## src/rtl/bps_pkg.sv

```systemverilog
package bps_pkg;
    typedef enum logic {
        MODE_TWO   = 1'b0,
        MODE_THREE = 1'b1
    } mode_t;

    localparam int NUM_STAGES = 3;
    localparam int STG_ARB    = 0;
    localparam int STG_ADDR   = 1;
    localparam int STG_DATA   = 2;

    typedef struct packed {
        mode_t mode;
    } ctl_t;
endpackage

```

## src/rtl/bps_stage.sv

```systemverilog
module bps_stage #(
    parameter int PAY_W = 8
) (
    input  logic             clk,
    input  logic             rst_n,
    input  logic             load,
    input  logic             unload,
    input  logic [PAY_W-1:0] din,
    output logic             valid,
    output logic [PAY_W-1:0] payload
);
    typedef struct packed {
        logic             v;
        logic [PAY_W-1:0] pay;
    } slot_t;

    slot_t s_d, s_q;

    always_comb begin
        s_d = s_q;
        if (load) begin
            s_d.v   = 1'b1;
            s_d.pay = din;
        end else if (unload) begin
            s_d.v   = 1'b0;
        end
    end

    always_ff @(posedge clk) begin
        if (!rst_n) s_q <= '0;
        else        s_q <= s_d;
    end

    assign valid   = s_q.v;
    assign payload = s_q.pay;
endmodule

```

## src/rtl/bps_flow_ctrl.sv

```systemverilog
module bps_flow_ctrl (
    input  logic mode3,
    input  logic a_v,
    input  logic b_v,
    input  logic c_v,
    input  logic slave_ready,
    input  logic arb_valid,
    input  logic mode_pending,
    output logic c_done,
    output logic b_adv,
    output logic a_adv,
    output logic a_load,
    output logic c_load,
    output logic alloc_ready
);
    logic c_free, b_free, a_free;

    always_comb begin
        c_done      = c_v & slave_ready;
        c_free      = ~c_v | c_done;
        b_adv       = mode3 & b_v & c_free;
        b_free      = ~b_v | b_adv;
        a_adv       = a_v & (mode3 ? b_free : c_free);
        a_free      = ~a_v | a_adv;
        alloc_ready = a_free & ~mode_pending;
        a_load      = arb_valid & alloc_ready;
        c_load      = mode3 ? b_adv : a_adv;
    end
endmodule

```

## src/rtl/bps_phase_seq.sv

```systemverilog
module bps_phase_seq
    import bps_pkg::*;
#(
    parameter int NUM_MASTERS = 4,
    parameter int ADDR_W      = 16,
    parameter int DATA_W      = 16,
    localparam int OWN_W      = (NUM_MASTERS > 1) ? $clog2(NUM_MASTERS) : 1
) (
    input  logic              clk,
    input  logic              rst_n,
    input  logic              mode_req,
    input  logic              arb_valid,
    input  logic [OWN_W-1:0]  arb_winner,
    input  logic [ADDR_W-1:0] req_addr,
    input  logic [DATA_W-1:0] req_wdata,
    input  logic              slave_ready,
    output logic              alloc_ready,
    output logic              mode_active,
    output logic              arb_stg_valid,
    output logic              addr_stg_valid,
    output logic              data_stg_valid,
    output logic [OWN_W-1:0]  arb_owner,
    output logic [OWN_W-1:0]  addr_owner,
    output logic [OWN_W-1:0]  data_owner,
    output logic              addr_strobe,
    output logic              data_strobe,
    output logic [ADDR_W-1:0] bus_addr,
    output logic [DATA_W-1:0] bus_wdata
);
    localparam int PAY_W = OWN_W + ADDR_W + DATA_W;

    ctl_t ctl_d, ctl_q;
    logic mode3, mode_pending, pipe_empty;

    logic [NUM_STAGES-1:0] st_load, st_unload, st_v;
    logic [PAY_W-1:0]      st_din [NUM_STAGES];
    logic [PAY_W-1:0]      st_pay [NUM_STAGES];

    logic c_done, b_adv, a_adv, a_load, c_load;

    assign mode3        = (ctl_q.mode == MODE_THREE);
    assign mode_pending = (mode_t'(mode_req) != ctl_q.mode);
    assign pipe_empty   = ~|st_v;

    always_comb begin
        ctl_d = ctl_q;
        if (mode_pending && pipe_empty) ctl_d.mode = mode_t'(mode_req);
    end

    always_ff @(posedge clk) begin
        if (!rst_n) ctl_q <= '{mode: MODE_TWO};
        else        ctl_q <= ctl_d;
    end

    bps_flow_ctrl u_flow (
        .mode3       (mode3),
        .a_v         (st_v[STG_ARB]),
        .b_v         (st_v[STG_ADDR]),
        .c_v         (st_v[STG_DATA]),
        .slave_ready (slave_ready),
        .arb_valid   (arb_valid),
        .mode_pending(mode_pending),
        .c_done      (c_done),
        .b_adv       (b_adv),
        .a_adv       (a_adv),
        .a_load      (a_load),
        .c_load      (c_load),
        .alloc_ready (alloc_ready)
    );

    assign st_load   = {c_load, mode3 & a_adv, a_load};
    assign st_unload = {c_done, b_adv, a_adv};

    assign st_din[STG_ARB]  = {arb_winner, req_addr, req_wdata};
    assign st_din[STG_ADDR] = st_pay[STG_ARB];
    assign st_din[STG_DATA] = mode3 ? st_pay[STG_ADDR] : st_pay[STG_ARB];

    for (genvar g = 0; g < NUM_STAGES; g++) begin : g_stage
        bps_stage #(.PAY_W(PAY_W)) u_stg (
            .clk    (clk),
            .rst_n  (rst_n),
            .load   (st_load[g]),
            .unload (st_unload[g]),
            .din    (st_din[g]),
            .valid  (st_v[g]),
            .payload(st_pay[g])
        );
    end

    // Address phase comes from the separate stage or the combined stage
    logic [PAY_W-1:0] addr_pay;
    assign addr_pay = mode3 ? st_pay[STG_ADDR] : st_pay[STG_DATA];

    assign mode_active    = ctl_q.mode;
    assign arb_stg_valid  = st_v[STG_ARB];
    assign addr_stg_valid = st_v[STG_ADDR];
    assign data_stg_valid = st_v[STG_DATA];
    assign arb_owner      = st_pay[STG_ARB][PAY_W-1 -: OWN_W];
    assign addr_owner     = addr_pay[PAY_W-1 -: OWN_W];
    assign data_owner     = st_pay[STG_DATA][PAY_W-1 -: OWN_W];
    assign addr_strobe    = mode3 ? st_v[STG_ADDR] : st_v[STG_DATA];
    assign data_strobe    = st_v[STG_DATA];
    assign bus_addr       = addr_pay[DATA_W +: ADDR_W];
    assign bus_wdata      = st_pay[STG_DATA][DATA_W-1:0];

    // accepted winner appears in the allocation stage
    a_r2_accept: assert property (@(posedge clk) disable iff (!rst_n)
        arb_valid && alloc_ready |=> arb_stg_valid && arb_owner == $past(arb_winner));

    // data phase holds owner and data while the slave stalls
    a_r6_data_hold: assert property (@(posedge clk) disable iff (!rst_n)
        data_stg_valid && !slave_ready |=>
            data_stg_valid && $stable(data_owner) && $stable(bus_wdata));

    // the address-phase owner is the one that takes the data phase
    a_r7_owner_carry: assert property (@(posedge clk) disable iff (!rst_n)
        mode3 && addr_stg_valid && (!data_stg_valid || slave_ready) |=>
            data_stg_valid && data_owner == $past(addr_owner));

    // no separate address stage in two-level mode
    a_r4_no_addr_stage: assert property (@(posedge clk) disable iff (!rst_n)
        !mode3 |-> !addr_stg_valid);

    // the active mode changes only from an empty pipeline
    a_r8_mode_when_empty: assert property (@(posedge clk) disable iff (!rst_n)
        (mode_active != $past(mode_active)) |->
            $past(!arb_stg_valid && !addr_stg_valid && !data_stg_valid));

    // no acceptance while a mode change waits
    a_r8_block_accept: assert property (@(posedge clk) disable iff (!rst_n)
        (mode_req != mode_active) |-> !alloc_ready);
endmodule

```

## config.mk

```make
export PLATFORM = sky130hd
export DESIGN_NAME = bps_phase_seq
export DESIGN_NICKNAME = d
export VERILOG_FILES = /design/src/rtl/bps_pkg.sv /design/src/rtl/bps_stage.sv /design/src/rtl/bps_flow_ctrl.sv /design/src/rtl/bps_phase_seq.sv
export SDC_FILE = /design/constraint.sdc
export NUM_CORES = 1
export LEC_CHECK = 0
export ABC_AREA = 1
export BUFFER_PORTS_ARGS = -buffer_cell sky130_fd_sc_hd__buf_2
export CAP_MARGIN = 20
export CELL_PAD_IN_SITES_DETAIL_PLACEMENT = 1
export CELL_PAD_IN_SITES_GLOBAL_PLACEMENT = 1
export CORE_MARGIN = 5
export CORE_UTILIZATION = 37
export CTS_BUF_LIST = sky130_fd_sc_hd__clkbuf_4 sky130_fd_sc_hd__clkbuf_8
export CTS_CLUSTER_SIZE = 20
export DETAILED_ROUTE_END_ITERATION = 16
export GPL_TIMING_DRIVEN = 1
export PLACE_DENSITY_LB_ADDON = 0.1
export SLEW_MARGIN = 5
export SYNTH_ARGS = -nofsm -noshare
export SYNTH_HDL_FRONTEND = slang
export SYNTH_SLANG_ARGS = --single-unit
```

## constraint.sdc

```tcl
create_clock -name clk -period 1.3 [get_ports clk]
set_input_delay 0.065 -clock clk [delete_from_list [all_inputs] [get_ports clk]]
set_output_delay 0.065 -clock clk [all_outputs]
set_load 0.02 [all_outputs]
```

==> impl_metrics.csv, run 1 <==
group,metric,value,unit
outcome,outcome,"finished, violations left",
outcome,failed_checks,"negative setup slack",
global_routing,grt_antenna_before_repair,0,
worst_setup_path,path_cells,"buf_6 > buf_16 > buf_8 > nand3_4 > clkbuf_16 > nand2_1 > a21oi_1",
global_routing,grt_pass1_vias,5276,
drt,vias,5158,
logic_synthesis,syn_inst,766,
global_routing,grt_max_degree,72,
layout,stdcell_area,7010,µm²
layout,syn_to_final_growth,37.4,%
drt,wl_met1,7810,µm
logic_synthesis,ys_types,22,
floorplanning,dieWidth,127,µm
layout,layout.cells.non_filler,1036,
layout,fin_util,0.511,
drt,top_layer,"met4",
min_path,min_from,"req_addr[8]",
drt,wl_met2,8890,µm
layout,diodes,0,
clock_tree,cts_max_level,3,
floorplanning,core-area,13700,µm²
clock_tree,cts_root_buf,"clkbuf_8",
logic_synthesis,synth-seq-area-share,0.416,
layout,drive_gt1_frac,0.287,
sta,worst_slew_pin_slew,0.521,ns
sta,max_slew_margin,0.651,
worst_setup_path,path_max_fanout,7,
sta,finalCritPeriodShare,1.15,
sta,setup_viol,123,
logic_synthesis,synth_area_leaders,"dfxtp_1, nand2_1, nand4_1",
worst_setup_path,worst-setup-path-type,"flop to flop",
logic_synthesis,synth_warnings,0,
min_path,min_to,"g_stage[0].u_stg.payload[24]$_SDFFE_PN0P_",
worst_setup_path,cp_slowest_cell,"dfxtp_4",
worst_setup_path,worst_setup_path_end_kind,"flop",
drt,post_drt_wl_per_cell,17.1,µm
power,total_power,7660,µW
global_routing,grt_first_pass_wirelength,27300,µm
floorplanning,rows,43,
worst_setup_path,max_stage_delay,0.46,ns
layout,layout_commonest_cell,"nand2_1",
clock_tree,cts.path.max_buffers,2,
power,power.density,1090,nW/µm²
placement,portBuffers,83,
flow_run,maxCapViolCount,0,
floorplanning,start_util,0.372,
logic_synthesis,synth_top_cell_area_share,0.416,
placement,dp_hpwl,9790,µm
drt,via_per_inst,4.98,
worst_setup_path,cp.arrival,1.79,ns
drt,first_iter_violations,341,
drt,drc,0,
global_routing,overflow,0,
layout,layout_common_cells,"nand2_1, inv_1, nor2_1, dfxtp_1, nand4_1",
drt,routed_wl,17700,µm
min_path,whs_path_depth,5,
clock_tree,clk_latency,0.40,ns
sta,worst_slack,-0.197,ns
sta,hold_viol,0,
worst_setup_path,reg2reg_depth,7,
sta,fmax,0.668,GHz
worst_setup_path,worstPathRequired,1.59,ns
clock_tree,cts_tree,"yes",
global_routing,grt_usage,0.211,
sta,tns,-12.46,ns
worst_setup_path,regToRegSetupSlack,-0.20,ns
drt,wl_met3,852,µm
power,p_leak,0.00335,µW
worst_setup_path,cp_top_family,"buffers and inverters",
floorplanning,num_io_pins,84,
power,ir_worst_vdd,0.000504,V
clock_tree,cts_sinks,106,
worst_setup_path,r2r-start,"mode_active$_SDFFE_PN0P_",
logic_synthesis,yosysTopAreaCell,"dfxtp_1",
logic_synthesis,syn_area,5100,µm²
clock_tree,cts_inserted_buffers,9,
min_path,min_path_type,"primary input to flop",
sta,skew,0.0120,ns
sta,fin_crit,1.50,ns
sta,finalMaxSlewViolations,0,
drt,drtAntennaViolNets,0,
sta,rsz0062_at_grt,"true",
floorplanning,die_area,16200,µm²
placement,dpl-instance-area,5680,µm²
layout,nFillCells,1719,
floorplanning,fp.dieH,127,µm
worst_setup_path,r2r-end,"g_stage[1].u_stg.payload[0]$_SDFFE_PN0P_",
logic_synthesis,syn_avg_cell_area,6.66,µm²
placement,placed_cells,978,
layout,final_nets,890,
logic_synthesis,synth_nets,805,
placement,gp_congestion,0.786,
drt,first_pass_iters,4,
clock_tree,clk_pin_slew,0.10,ns
logic_synthesis,ys_seq_elements,106,
worst_setup_path,crit_path_start_kind,"flop",
worst_setup_path,critical_path_buf_inv_count,4,
[worst register-to-register path, cell delays in order, from the launching register on]
cell and delay [ns]:
dfxtp_4 0.46, buf_6 0.14, buf_16 0.13, buf_8 0.11, nand3_4 0.18, clkbuf_16 0.23, nand2_1 0.07, a21oi_1 0.06
[synthesized netlist by cell type, drive strengths merged]
| library cell | number |
|---|---|
| nand2 | 191 |
| inv | 111 |
| dfxtp | 106 |
| nor2 | 105 |
| nand4 | 68 |
| o21ai | 60 |
| buf | 53 |
| a21oi | 38 |
| clkbuf | 23 |
| nand3 | 5 |
| o21a | 4 |
| clkinv | 1 |
| nor3 | 1 |
[metrics by stage]
| step | hold slack (ns) | worst slack [ns] |
|---|---|---|
| after floorplan | 0.220 | -0.00527 |
| after global placement | 0.356 | 0.0268 |
| after global routing | 0.00772 | -0.252 |
| after CTS | 0.00173 | -0.181 |
| after detailed placement | 0.377 | -0.00200 |
| final | 0.00498 | -0.197 |
[area by class of cell]
type / count / area [µm²] / share of cell area
Multi-Input combinational cell: 472 / 2470 / 0.353
Sequential cell: 106 / 2140 / 0.305
Clock inverter: 5 / 77.6 / 0.0111
Timing Repair Buffer: 150 / 1520 / 0.217
Clock buffer: 11 / 145 / 0.0207
Inverter: 112 / 430 / 0.0614
Tap cell: 180 / 225 / 0.0321
[metal layers]
layer	global-route usage	vias to the layer above
li1	-	2558
met1	0.269	2485
met2	0.366	104
met3	0.0460	11
met4	0.0461	0
met5	0	-
[sequential cells by signal, summed over array words and instances, names as in the netlist]
name and cells:
g_stage.u_stg.payload 102, g_stage.u_stg.valid 3, mode_active 1
[worst max path at each step]
stage / from / endpoint / slack, ns / cells past startpoint
floorplan: mode_active$_SDFFE_PN0P_ / g_stage[0].u_stg.payload[11]$_SDFFE_PN0P_ / -0.005 / 10
global placement: g_stage[2].u_stg.valid$_SDFFE_PN0P_ / g_stage[0].u_stg.payload[26]$_SDFFE_PN0P_ / 0.03 / 8
detailed placement: mode_active$_SDFFE_PN0P_ / g_stage[1].u_stg.payload[11]$_SDFFE_PN0P_ / -0.002 / 5
CTS: mode_active$_SDFFE_PN0P_ / bus_addr[2] / -0.18 / 5
global route: mode_active$_SDFFE_PN0P_ / g_stage[1].u_stg.payload[17]$_SDFFE_PN0P_ / -0.25 / 7
finish: mode_active$_SDFFE_PN0P_ / g_stage[1].u_stg.payload[0]$_SDFFE_PN0P_ / -0.20 / 7
[what timing repair did]
item                                   4_1_cts  5_1_grt
buffers inserted                            14        2
cloned                                       6        3
endpoints found under the hold margin       17        0
hold buffers                                17        0
resized for setup                           90       94
pin swaps                                    9       10
setup endpoints to repair                   58      127
[power breakdown]
group | total [µW] | internal, µW | switching [µW]
combinational | 1760 | 754 | 1010
sequential | 3540 | 3420 | 118
clock | 2360 | 1150 | 1200
total | 7660 | 5330 | 2330
[cells by family after synthesis]
logic type	synth area share
compound gates	0.102
buf+inv	0.168
flops	0.416
simple gates	0.314
No activity file was read; power rests on OpenSTA's default activity.
==> run 2: changes to the inputs <==
--- a/config.mk
+++ b/config.mk
@@ -17,3 +17,2 @@
 export DETAILED_ROUTE_END_ITERATION = 16
-export GPL_TIMING_DRIVEN = 1
 export PLACE_DENSITY_LB_ADDON = 0.1
==> constraint.sdc (replaced) <==
create_clock -name clk -period 1.3 [get_ports clk]
set_input_delay 0.13 -clock clk [delete_from_list [all_inputs] [get_ports clk]]
set_output_delay 0.13 -clock clk [all_outputs]
set_load 0.02 [all_outputs]
==> run 2 against run 1 <==
- the run still ends with negative setup slack left
- worst hold slack improved by 0.050 ns
- design area fell by 7.2%
- count of clock-buffer cells in the layout rose by 3
- non-clock buffer count fell by 13
- critical endpoint is now alloc_ready
- highest routed layer unchanged
==> impl_metrics.csv, run 2 (synthesis results as in run 1) <==
group,metric,value,unit
power,power.density,1100,nW/µm²
sta,fmax,0.668,GHz
worst_setup_path,worst-setup-path-type,"flop to output port",
drt,routed_wl,17100,µm
placement,gp_congestion,0.756,
power,pwr-share-seq,0.496,
drt,via_per_inst,4.96,
clock_tree,cts_tree,"yes",
sta,max_slew_margin,0.730,
worst_setup_path,cp_slowest_cell,"dfxtp_4",
flow_run,maxCapViolCount,0,
clock_tree,cts_sinks,106,
power,p_clk_frac,0.275,
worst_setup_path,worst_setup_path_end_kind,"output port",
power,p_leak,0.00318,µW
layout,largest_reg_flops,102,
global_routing,grt_antenna_before_repair,0,
clock_tree,cts_inserted_buffers,9,
power,ir_worst_vdd,0.000704,V
layout,drive_gt1_frac,0.250,
clock_tree,clk_latency,0.39,ns
layout,layout.cells.non_filler,1023,
floorplanning,die_area,16200,µm²
drt,vias,5071,
placement,dp_hpwl,10700,µm
layout,layout_common_cells,"nand2_1, inv_1, dfxtp_1",
placement,placed_cells,983,
layout,stdcell_area,6500,µm²
sta,worst_slew_pin_slew,0.405,ns
worst_setup_path,path_max_fanout,7,
layout,diodes,0,
clock_tree,cts_root_buf,"clkbuf_8",
power,combPwrFrac,0.230,
global_routing,grt_usage,0.206,
sta,tns,-10.05,ns
placement,dpl-instance-area,5670,µm²
global_routing,grt_pass1_vias,5409,
layout,final_nets,877,
drt,drc,0,
layout,layout_commonest_cell,"nand2_1",
floorplanning,core-area,13700,µm²
worst_setup_path,cp.arrival,1.37,ns
outcome,failed_checks,"negative setup slack",
clock_tree,cts_max_level,3,
sta,setup_viol,121,
floorplanning,rows,43,
sta,fin_crit,1.50,ns
sta,skew,0.00559,ns
outcome,outcome,"finished, violations left",
worst_setup_path,path_cells,"inv_6 > nand2_4 > nand2_4 > buf_12 > nand2_4 > inv_2 > buf_6",
worst_setup_path,crit_path_start_kind,"flop",
power,netSwitchingFraction,0.308,
min_path,min_path_type,"primary input to flop",
global_routing,grt_first_pass_wirelength,26800,µm
layout,syn_to_final_growth,27.5,%
power,total_power,7140,µW
sta,finalCritPeriodShare,1.15,
worst_setup_path,path_common_cell,"nand2_4",
floorplanning,dieWidth,127,µm
floorplanning,num_io_pins,84,
drt,first_iter_violations,259,
drt,drtAntennaViolNets,0,
clock_tree,clk_pin_slew,0.09,ns
sta,hold_viol,0,
worst_setup_path,max_stage_delay,0.46,ns
worst_setup_path,regToRegSetupSlack,-0.12,ns
placement,portBuffers,83,
sta,worst_slack,-0.198,ns
sta,rsz0062_at_grt,"true",
sta,finalMaxSlewViolations,0,
drt,first_pass_iters,4,
global_routing,overflow,0,
global_routing,grt_max_degree,38,
power,p_switching,2200,µW
drt,post_drt_wl_per_cell,16.7,µm
floorplanning,start_util,0.372,
worst_setup_path,worstPathRequired,1.17,ns
clock_tree,cts.path.max_buffers,2,
sta,hold-worst-slack,0.0545,ns
floorplanning,fp.dieH,127,µm
power,internal_power,4940,µW
==> run 2: changes by cell type in the layout (fill, tap and decap cells not counted), sizes merged <==
cell | previous run | this run
bufbuf | 1 | 2
bufinv | 2 | 0
clkinv | 3 | 2
buf | 129 | 132
clkbuf | 14 | 17
dlygate4sd3 | 17 | 0
==> run 2: timing repair <==
item,4_1_cts,5_1_grt
buffers inserted,15,2
gates cloned,3,4
setup endpoints to repair,62,126
gates resized for setup,71,46
pin swaps,6,4
hold buffers,0,0
==> run 2: power groups by stage <==
stage / clock network [µW] / logic, µW / registers (µW)
3_5_place_dp: 0 / 1300 / 3600
5_1_grt: 2160 / 1810 / 3560
3_3_place_gp: 0 / 1270 / 3590
6_report: 1960 / 1640 / 3540
4_1_cts: 2020 / 1550 / 3530
2_1_floorplan: 0 / 914 / 3570
==> run 2: cell type report <==
class	count	area, µm²
clock buffers	14	168
clock inverters	2	12.5
fillers	1759	7210
inverters	112	425
multi-input cells	472	2280
flip-flops and latches	106	2130
well taps	180	225
repair buffers	137	1260
==> run 2: critical path: cells and delay by family, from the launching register on <==
family,cells,cell delay (ns)
buffers and inverters,4,0.35
AND/OR/NAND/NOR,3,0.18
flip-flops,1,0.46
==> run 2: final timing paths <==
path / from / endpoint / cells past startpoint
worst min-delay path: arb_winner[1] / g_stage[0].u_stg.payload[33]$_SDFFE_PN0P_ / 5
worst max register to register: mode_active$_SDFFE_PN0P_ / g_stage[1].u_stg.payload[26]$_SDFFE_PN0P_ / 7
worst max-delay path: mode_active$_SDFFE_PN0P_ / alloc_ready / 7
worst min register to register: g_stage[1].u_stg.payload[22]$_SDFFE_PN0P_ / g_stage[1].u_stg.payload[22]$_SDFFE_PN0P_ / 2
==> run 2: stage by stage <==
step	setup WS, ns	utilization
6_report	-0.198	0.474
5_1_grt	-0.266	0.474
4_1_cts	-0.205	0.457
3_5_place_dp	-0.0221	0.413
3_3_place_gp	0.00262	0.413
2_1_floorplan	-0.00527	-
==> run 2: per-layer routing <==
| layer | GRT usage | part of all wire | vias up |
|---|---|---|---|
| met5 | 0 | 0 | - |
| met4 | 0.0385 | 0.0091 | 0 |
| met3 | 0.0514 | 0.048 | 15 |
| met2 | 0.363 | 0.51 | 97 |
| met1 | 0.256 | 0.44 | 2442 |
| li1 | - | - | 2517 |
==> run 3: changes to the inputs <==
Settings changed: CORE_UTILIZATION 37 to 36, CTS_BUF_LIST sky130_fd_sc_hd__clkbuf_4 sky130_fd_sc_hd__clkbuf_8 to not set, PLACE_DENSITY_LB_ADDON 0.1 to 0.12.
==> run 3 against run 2 <==
- the flow still finishes with violations (negative setup slack)
- critical path type is now flop to flop
- core utilization grew 6.0 points
- register-to-register slack lost 0.06 ns
- highest routed layer unchanged
- final cell count grew 1.8%
==> impl_metrics.csv, run 3 (synthesis results as in run 1) <==
group,metric,value,unit
outcome,outcome,"finished, violations left",
outcome,failed_checks,"negative setup slack",
worst_setup_path,cp.arrival,1.70,ns
placement,pre_cts_slack,-0.0481,ns
sta,setup_viol,122,
power,total_power,8370,µW
placement,dp_hpwl,10400,µm
worst_setup_path,critPathLaunch,"mode_active$_SDFFE_PN0P_",
floorplanning,rows,43,
worst_setup_path,path_cells,"buf_6 > nand2_4 > buf_6 > nand2_8 > nand3_4 > clkbuf_16 > nand2_4 > a21oi_2",
clock_tree,cts.path.max_buffers,2,
layout,layout_commonest_cell,"nand2_1",
global_routing,grt_antenna_before_repair,0,
sta,fmax,0.675,GHz
worst_setup_path,critical_path_buf_inv_count,3,
placement,gp_congestion,0.760,
layout,syn_to_final_growth,45.5,%
clock_tree,cts_tree,"yes",
sta,finalMaxSlewViolations,0,
power,ir_worst_vdd,0.000810,V
global_routing,overflow,0,
min_path,min_path_type,"primary input to flop",
power,power.density,1130,nW/µm²
floorplanning,core-area,13900,µm²
drt,routed_wl,19900,µm
floorplanning,dieWidth,129,µm
layout,stdcell_area,7420,µm²
global_routing,grt_usage,0.217,
layout,layout_common_cells,"nand2_1, inv_1, dfxtp_1",
sta,max_slew_margin,0.670,
min_path,min_from,"req_addr[12]",
drt,post_drt_wl_per_cell,19.1,µm
worst_setup_path,max_stage_delay,0.41,ns
clock_tree,clk_latency,0.35,ns
floorplanning,num_io_pins,84,
worst_setup_path,cp_top_family,"buffers and inverters",
clock_tree,cts_root_buf,"clkbuf_16",
worst_setup_path,crit_path_start_kind,"flop",
global_routing,grt_max_degree,36,
layout,fin_util,0.535,
floorplanning,start_util,0.367,
flow_run,maxCapViolCount,0,
sta,worst_slack,-0.181,ns
placement,dpl-instance-area,5710,µm²
layout,largest_reg_flops,102,
drt,via_per_inst,5.12,
drt,drc,0,
floorplanning,fp.dieH,129,µm
clock_tree,cts_inserted_buffers,9,
sta,fin_crit,1.48,ns
worst_setup_path,cp_slowest_cell,"dfxtp_4",
clock_tree,clk_pin_slew,0.07,ns
clock_tree,cts_sinks,106,
placement,portBuffers,83,
global_routing,grt_pass1_vias,5458,
layout,diodes,0,
drt,drtAntennaViolNets,0,
drt,first_iter_violations,311,
layout,final_nets,895,
sta,rsz0062_at_grt,"true",
power,p_leak,0.00362,µW
sta,skew,0.00605,ns
worst_setup_path,path_max_fanout,7,
layout,drive_gt1_frac,0.348,
floorplanning,die_area,16700,µm²
sta,finalCritPeriodShare,1.14,
sta,worst_slew_pin_slew,0.496,ns
worst_setup_path,worst_setup_path_end_kind,"flop",
sta,hold_viol,0,
clock_tree,cts_max_level,3,
drt,first_pass_iters,4,
global_routing,grt_first_pass_wirelength,28200,µm
drt,vias,5328,
worst_setup_path,r2r-start,"mode_active$_SDFFE_PN0P_",
worst_setup_path,worst-setup-path-type,"flop to flop",
worst_setup_path,worstPathRequired,1.52,ns
## run 3: tightest hold or removal path, cell delays in order
cell and delay, ns:
buf_2 0.07, inv_1 0.03, nand4_1 0.07, nand2_1 0.05, nor2_1 0.07
## run 3: final timing paths
check | end | slack, ns | cells after the start
setup / recovery | g_stage[1].u_stg.payload[23]$_SDFFE_PN0P_ | -0.18 | 8
hold / removal | g_stage[0].u_stg.payload[28]$_SDFFE_PN0P_ | 0.1 | 5
setup reg to reg | g_stage[1].u_stg.payload[23]$_SDFFE_PN0P_ | -0.18 | 8
hold reg to reg | g_stage[1].u_stg.payload[10]$_SDFFE_PN0P_ | 0.48 | 2
## run 3: what timing repair did
| item | CTS | global route |
|---|---|---|
| setup endpoints to repair | 46 | 126 |
| cloned | 6 | 6 |
| endpoints found under the hold margin | 0 | 0 |
| setup buffers | 20 | 11 |
| pin swaps | 26 | 18 |
| gates resized for setup | 122 | 136 |
| hold buffers | 0 | 0 |
## run 3: report_power, final
group	leakage, µW	total (µW)	internal (µW)	switching, µW
clock network	0.000148	2930	1690	1240
registers	0.000866	3540	3420	113
logic	0.00261	1900	794	1100
## run 3: area by class of cell
class                   instances  area [µm²]
multi-input cells             472        2750
flip-flops and latches        106        2130
clock buffers                  13         240
repair buffers                155        1590
clock inverters                 3        65.1
well taps                     180         225
inverters                     112         423
fillers                      1680        6460
## run 3: layer usage
layer / vias up / part of all wire / GRT usage
li1: 2567 / - / -
met1: 2590 / 0.43 / 0.276
met4: 0 / 0.021 / 0.0593
met5: - / 0 / 0
met2: 136 / 0.50 / 0.366
met3: 35 / 0.050 / 0.0536
## run 3: metrics by stage
stage / TNS [ns] / std cells / hold slack [ns]
3_5_place_dp: -0.283 / 982 / 0.433
3_3_place_gp: 0 / 982 / 0.430
6_report: -12.13 / 1041 / 0.0979
2_1_floorplan: -0.0158 / 766 / 0.285
5_1_grt: -20.10 / 1041 / 0.113
4_1_cts: -4.70 / 1024 / 0.0704
